<file path="src/rtl/pic_seq_pkg.sv">
package pic_seq_pkg;

    typedef enum logic [1:0] {
        ST_RUN  = 2'd0,
        ST_BASE = 2'd1,
        ST_CASC = 2'd2,
        ST_MODE = 2'd3
    } init_st_e;

    localparam logic [2:0] CMD_ROT_OFF = 3'd0;
    localparam logic [2:0] CMD_EOI     = 3'd1;
    localparam logic [2:0] CMD_NOP     = 3'd2;
    localparam logic [2:0] CMD_SEOI    = 3'd3;
    localparam logic [2:0] CMD_ROT_ON  = 3'd4;
    localparam logic [2:0] CMD_REOI    = 3'd5;
    localparam logic [2:0] CMD_SETPRI  = 3'd6;
    localparam logic [2:0] CMD_RSEOI   = 3'd7;

endpackage

</file>
<file path="src/rtl/pic_prio_pick.sv">
module pic_prio_pick #(
    parameter int NLINES = 8,
    parameter int LW     = $clog2(NLINES)
) (
    input  logic [NLINES-1:0] vec,
    input  logic [LW-1:0]     off,
    output logic              any,
    output logic [LW-1:0]     prio,
    output logic [LW-1:0]     line
);
    logic [LW-1:0] idx;

    // lowest rotated priority number wins; line = (prio + off) mod NLINES
    always_comb begin
        any  = 1'b0;
        prio = '0;
        line = '0;
        idx  = '0;
        for (int p = NLINES - 1; p >= 0; p--) begin
            idx = LW'(p) + off;
            if (vec[idx]) begin
                any  = 1'b1;
                prio = LW'(p);
                line = idx;
            end
        end
    end
endmodule

</file>
<file path="src/rtl/pic_init_fsm.sv">
module pic_init_fsm
    import pic_seq_pkg::*;
(
    input  logic     clk,
    input  logic     rst_n,
    input  logic     start,
    input  logic     start_need,
    input  logic     data_wr,
    output init_st_e st,
    output logic     base_ld,
    output logic     mode_ld,
    output logic     mask_ld
);
    init_st_e st_q, st_d;
    logic     need_q;

    always_ff @(posedge clk or negedge rst_n) begin
        if (!rst_n) begin
            st_q   <= ST_RUN;
            need_q <= 1'b0;
        end else begin
            st_q <= st_d;
            if (start) need_q <= start_need;
        end
    end

    always_comb begin
        st_d = st_q;
        if (start) begin
            st_d = ST_BASE;
        end else if (data_wr) begin
            unique case (st_q)
                ST_RUN:  st_d = ST_RUN;
                ST_BASE: st_d = ST_CASC;
                ST_CASC: st_d = need_q ? ST_MODE : ST_RUN;
                ST_MODE: st_d = ST_RUN;
            endcase
        end
    end

    always_comb begin
        base_ld = 1'b0;
        mode_ld = 1'b0;
        mask_ld = 1'b0;
        if (data_wr && !start) begin
            unique case (st_q)
                ST_RUN:  mask_ld = 1'b1;
                ST_BASE: base_ld = 1'b1;
                ST_CASC: ;
                ST_MODE: mode_ld = 1'b1;
            endcase
        end
    end

    assign st = st_q;
endmodule

</file>
<file path="src/rtl/pic_cmd_seq.sv">
module pic_cmd_seq
    import pic_seq_pkg::*;
#(
    parameter int DW     = 8,
    parameter int NLINES = 8
) (
    input  logic          clk,
    input  logic          rst_n,
    input  logic          wr_en,
    input  logic          rd_en,
    input  logic          addr,
    input  logic [DW-1:0] wr_data,
    output logic [DW-1:0] rd_data,
    input  logic [DW-1:0] req_vec,
    input  logic [DW-1:0] level_sel,
    input  logic          ack,
    output logic          int_req,
    output logic [DW-1:0] ack_vec,
    output logic [DW-1:0] req_clr,
    output logic          cap_init,
    output logic          nest_mode,
    output logic          spec_mask
);
    localparam int            LW        = $clog2(NLINES);
    localparam logic [DW-1:0] BASE_KEEP = ~DW'(NLINES - 1);
    localparam logic [LW-1:0] SPUR_LINE = LW'(NLINES - 1);

    logic [DW-1:0] mask_q, base_q, isr_q, rd_q, vec_q;
    logic [LW-1:0] off_q, off_nx;
    logic          aeoi_q, rot_q, nest_q, smask_q, poll_q, rsel_q;

    function automatic logic [DW-1:0] oh(input logic [LW-1:0] l);
        oh = DW'(1) << l;
    endfunction

    // command decode
    logic       icw1, ocw3, ocw2, data_wr;
    logic [2:0] cmd;
    assign icw1    = wr_en && !addr && wr_data[4];
    assign ocw3    = wr_en && !addr && !wr_data[4] && wr_data[3];
    assign ocw2    = wr_en && !addr && !wr_data[4] && !wr_data[3];
    assign data_wr = wr_en && addr;
    assign cmd     = wr_data[7:5];

    init_st_e init_st;
    logic     base_ld, mode_ld, mask_ld;

    pic_init_fsm u_fsm (
        .clk       (clk),
        .rst_n     (rst_n),
        .start     (icw1),
        .start_need(wr_data[0]),
        .data_wr   (data_wr),
        .st        (init_st),
        .base_ld   (base_ld),
        .mode_ld   (mode_ld),
        .mask_ld   (mask_ld)
    );

    logic          req_any, isr_any;
    logic [LW-1:0] req_prio, req_line, isr_prio, isr_line;

    pic_prio_pick #(.NLINES(NLINES), .LW(LW)) u_req_pick (
        .vec (req_vec & ~mask_q),
        .off (off_q),
        .any (req_any),
        .prio(req_prio),
        .line(req_line)
    );

    pic_prio_pick #(.NLINES(NLINES), .LW(LW)) u_isr_pick (
        .vec (isr_q),
        .off (off_q),
        .any (isr_any),
        .prio(isr_prio),
        .line(isr_line)
    );

    logic win;
    assign win = req_any && (!isr_any || (req_prio < isr_prio));

    logic [DW-1:0] isr_set, isr_clr, clr_c;
    logic          off_ld, rot_ld;

    always_comb begin
        isr_set = '0;
        isr_clr = '0;
        clr_c   = '0;
        off_ld  = 1'b0;
        off_nx  = off_q;
        rot_ld  = 1'b0;
        if (icw1) clr_c = ~level_sel;
        if (ocw2) begin
            case (cmd)
                CMD_ROT_OFF, CMD_ROT_ON: rot_ld = 1'b1;
                CMD_EOI, CMD_REOI: begin
                    if (isr_any) begin
                        isr_clr = oh(isr_line);
                        if (cmd == CMD_REOI) begin
                            off_ld = 1'b1;
                            off_nx = isr_line + LW'(1);
                        end
                    end
                end
                CMD_SEOI: isr_clr = oh(wr_data[LW-1:0]);
                CMD_SETPRI: begin
                    off_ld = 1'b1;
                    off_nx = wr_data[LW-1:0] + LW'(1);
                end
                CMD_RSEOI: begin
                    isr_clr = oh(wr_data[LW-1:0]);
                    off_ld  = 1'b1;
                    off_nx  = wr_data[LW-1:0] + LW'(1);
                end
                default: ;
            endcase
        end
        if (ack && win) begin
            if (!level_sel[req_line]) clr_c = clr_c | oh(req_line);
            if (aeoi_q) begin
                if (rot_q) begin
                    off_ld = 1'b1;
                    off_nx = req_line + LW'(1);
                end
            end else begin
                isr_set = oh(req_line);
            end
        end
        if (rd_en && poll_q && win) begin
            clr_c   = clr_c | oh(req_line);
            isr_clr = isr_clr | oh(req_line);
        end
    end

    always_ff @(posedge clk or negedge rst_n) begin
        if (!rst_n) begin
            mask_q  <= '0;
            base_q  <= '0;
            isr_q   <= '0;
            off_q   <= '0;
            aeoi_q  <= 1'b0;
            rot_q   <= 1'b0;
            nest_q  <= 1'b0;
            smask_q <= 1'b0;
            poll_q  <= 1'b0;
            rsel_q  <= 1'b0;
            rd_q    <= '0;
            vec_q   <= '0;
        end else begin
            if (icw1) begin
                mask_q  <= '0;
                off_q   <= '0;
                smask_q <= 1'b0;
                rsel_q  <= 1'b0;
                if (!wr_data[0]) begin
                    nest_q <= 1'b0;
                    aeoi_q <= 1'b0;
                end
            end else if (off_ld) begin
                off_q <= off_nx;
            end
            if (mask_ld) mask_q <= wr_data;
            if (base_ld) base_q <= wr_data & BASE_KEEP;
            if (mode_ld) begin
                nest_q <= wr_data[4];
                aeoi_q <= wr_data[1];
            end
            if (ocw3) begin
                if (wr_data[2]) poll_q  <= 1'b1;
                if (wr_data[1]) rsel_q  <= wr_data[0];
                if (wr_data[6]) smask_q <= wr_data[5];
            end
            if (rot_ld) rot_q <= wr_data[7];
            isr_q <= (isr_q & ~isr_clr) | isr_set;
            if (ack) vec_q <= base_q | DW'(win ? req_line : SPUR_LINE);
            if (rd_en) begin
                if (poll_q) begin
                    poll_q <= 1'b0;
                    rd_q   <= DW'(win ? req_line : SPUR_LINE);
                end else begin
                    rd_q <= addr ? mask_q : (rsel_q ? isr_q : req_vec);
                end
            end
        end
    end

    assign rd_data   = rd_q;
    assign ack_vec   = vec_q;
    assign int_req   = win;
    assign req_clr   = clr_c;
    assign cap_init  = icw1;
    assign nest_mode = nest_q;
    assign spec_mask = smask_q;
endmodule

</file>
<file path="config.mk">
export PLATFORM = sky130hd
export DESIGN_NAME = pic_cmd_seq
export DESIGN_NICKNAME = d
export VERILOG_FILES = /design/src/rtl/pic_seq_pkg.sv /design/src/rtl/pic_prio_pick.sv /design/src/rtl/pic_init_fsm.sv /design/src/rtl/pic_cmd_seq.sv
export SDC_FILE = /design/constraint.sdc
export NUM_CORES = 1
export LEC_CHECK = 0
export BUFFER_PORTS_ARGS = -buffer_cell sky130_fd_sc_hd__buf_2
export CAP_MARGIN = 20
export CORE_MARGIN = 3
export CORE_UTILIZATION = 46
export DETAILED_ROUTE_END_ITERATION = 6
export GPL_ROUTABILITY_DRIVEN = 0
export HOLD_SLACK_MARGIN = 0.08
export PLACE_DENSITY = 0.69
export SLEW_MARGIN = 0
export SYNTH_ARGS = -nofsm -noshare
export SYNTH_HDL_FRONTEND = slang
export SYNTH_SLANG_ARGS = --single-unit
</file>
<file path="constraint.sdc">
create_clock -name clk -period 6 [get_ports clk]
set_clock_uncertainty 0.2 [all_clocks]
set_input_delay 1.2 -clock clk [delete_from_list [all_inputs] [get_ports clk]]
set_output_delay 1.2 -clock clk [all_outputs]
set_load 0.02 [all_outputs]
</file>
==> out/results.tsv <==
metric	value	unit
die area	12600	um^2
post-synthesis net count	652	
CTS tree	built	
Yosys top cell by area	dfrtp_1	
detailed-route wire length per cell	19.7	um
Via Count	5125	
Initial Utilization	47.4	%
post-route insts no fill	795	
P&R area growth vs syn	12.0	%
status	complete, no violations	
most frequent cell after synthesis	nand2_1	
share of the synthesized area in the top cell type	23.6	%
row count	38	
critical path class	in2out	
WP data required	4.60	ns
period utilisation layout	96.5	%
Worst Hold Path EP	base_q[6]	
flops & latches, synth	49	
register area	1230	um^2
r2r worst-path depth	14	
placed cell count	787	
vias per std cell	6.45	
TritonCTS Buffers	5	
crit path DAT	4.39	ns
initial antenna violation count	0	
list of most frequent post-synthesis cells	nand2_1, dfrtp_1, mux2i_1	
r2r startpoint	off_q[0]	
worst reg2reg setup slack	1.48	ns
ranking of synthesized cells by area	dfrtp_1, mux4_2, mux2i_1	
DRC viols	0	
top_reg_cell synth	dfrtp_1	
max-slew violations	0	
post-DP HPWL	12000	um
Post-Syn Area	5190	um^2
Congestion Overflow GR	0	
CP Capture Type	output port	
share of layout cells above drive strength 1	22.9	%
worst r2r dst	isr_q[3]	
Startpoint Class	input pin	
Worst-path clk slew	0.07	ns
ANT nets after route	0	
MaxCap Viol Count	0	
hold_sp	base_q[6]	
final worst slack	0.212	ns
relative slew slack	52.3	%
Fin. Hold Viols	0	
RSZ-0062 raised after global routing	false	
clock sink count	49	
htree depth	2	
Fillers	1025	
Fmax	173	MHz
minimum clock period after layout	5.79	ns
first-pass GRT wire length	26000	um
nets	701	
DRT Pass-1 Iters	5	
WHS	0.292	ns
largest net degree at the start of global routing	50	
HP Class	reg2reg	
worst hold stages	2	
vias in the first global route	5028	
die height	112	um
Post-Place Setup Slack	0.262	ns
number of port buffers	57	
Root Driver	clkbuf_16	
core area	10900	um^2
Die X-Extent	112	um
Post-synth EDFFs	0	
Syn. warnings	0	
Final setup viols	0	
Mapped Cells	605	
Overall Global Routing Usage	25.3	%
Mean Syn Cell Area	8.57	um^2
Seq/Total Area, Yosys	23.6	%
IO Count	58	
Worst Tran Pin Value	0.698	ns
setup TNS	0	ns
Clock Latency Late Sink	0.30	ns
Iteration-0 DRC Markers	466	
clk buf depth	2	
asr flop ratio synth	100	%
multi-input logic area	3690	um^2
crit-path max FO	5	
count of cell types in the netlist	81	
DRT Wirelength	15700	um
antenna cells	0	
-- logic make-up after synthesis --
| group | after synthesis | share of synthesized area, % |
|---|---|---|
| adders and majority gates | 17 | 4.10 |
| and+or+nand+nor | 222 | 21.2 |
| muxes | 84 | 22.0 |
| AOI/OAI and AO/OA | 165 | 22.4 |
| xor gates and xnor gates | 5 | 1.21 |
| buffers and inverters | 63 | 5.50 |
| DFF | 49 | 23.6 |
-- through the flow --
step | utilization, % | cell area, um^2
2_1_floorplan | - | 5190
3_5_place_dp | 51.3 | 5610
3_3_place_gp | 51.3 | 5610
5_1_grt | 53.1 | 5810
4_1_cts | 52.9 | 5780
6_report | 53.1 | 5810
-- flip-flops by register name (all words and copies together) (netlist names), 2 cells and up --
name,flops
base_q,5
isr_q,8
off_q,3
mask_q,8
rd_data,8
ack_vec,8
u_fsm.st,2
-- area by class of cell --
type / count / share of cell area, %
multi-input combinational: 493 / 63.6
sequential: 49 / 21.1
clock inverter: 3 / 0.754
tap: 140 / 3.02
timing repair buffer: 74 / 7.18
inverter: 31 / 2.18
clock buffer: 5 / 2.15
-- worst max-delay path, stage by stage --
cell and delay [ns]:
buf_2 0.09, or2b_1 0.29, mux2_2 0.34, mux4_2 0.50, a21boi_0 0.17, o21ai_0 0.43, and2_1 0.30, inv_1 0.10
ha_1 0.21, ha_1 0.23, o2111a_1 0.15, a211o_1 0.22, buf_2 0.16
-- what timing repair did --
| item | 4_1_cts | 5_1_grt |
|---|---|---|
| setup buffers | 0 | 0 |
| gates resized for setup | 0 | 6 |
| hold buffers | 0 | 0 |
| endpoints found under the setup margin | 0 | 8 |
-- layer usage --
layer  share of wire (%)  GRT usage (%)  routed length, um
met3                 7.6           4.64               1190
met1                  40           32.2               6240
met2                  49           42.2               7740
met5                   0              0                  0
met4                 3.1           11.0                491
-- cell usage in the layout (no fill, tap or decap), drive strengths merged, types with 10 or more instances in the layout --
cell    synthesis  routed
mux4           21      21
o22ai          19      19
nand2          87      87
inv            29      30
nand3          23      23
nor2b          15      15
nor2           38      38
ha             17      17
dfrtp          49      49
o21ai          35      35
a31oi          10      10
mux2i          40      40
nand2b         11      11
mux2           23      23
a21oi          33      33
nor3           12      12
buf            16      74
-- worst max path at each step --
| stage | start | end | slack (ns) |
|---|---|---|---|
| floorplan | off_q[1] | req_clr[4] | 0.55 |
| global placement | req_vec[2] | req_clr[3] | 0.36 |
| detailed placement | req_vec[6] | req_clr[2] | 0.26 |
| CTS | off_q[0] | req_clr[2] | 0.13 |
| global route | req_vec[6] | req_clr[5] | 0.003 |
| finish | req_vec[2] | req_clr[3] | 0.21 |
Power is left out: the tool's default activity adds up to more than one toggle a clock period on the data nets, which glitch-free logic cannot reach.
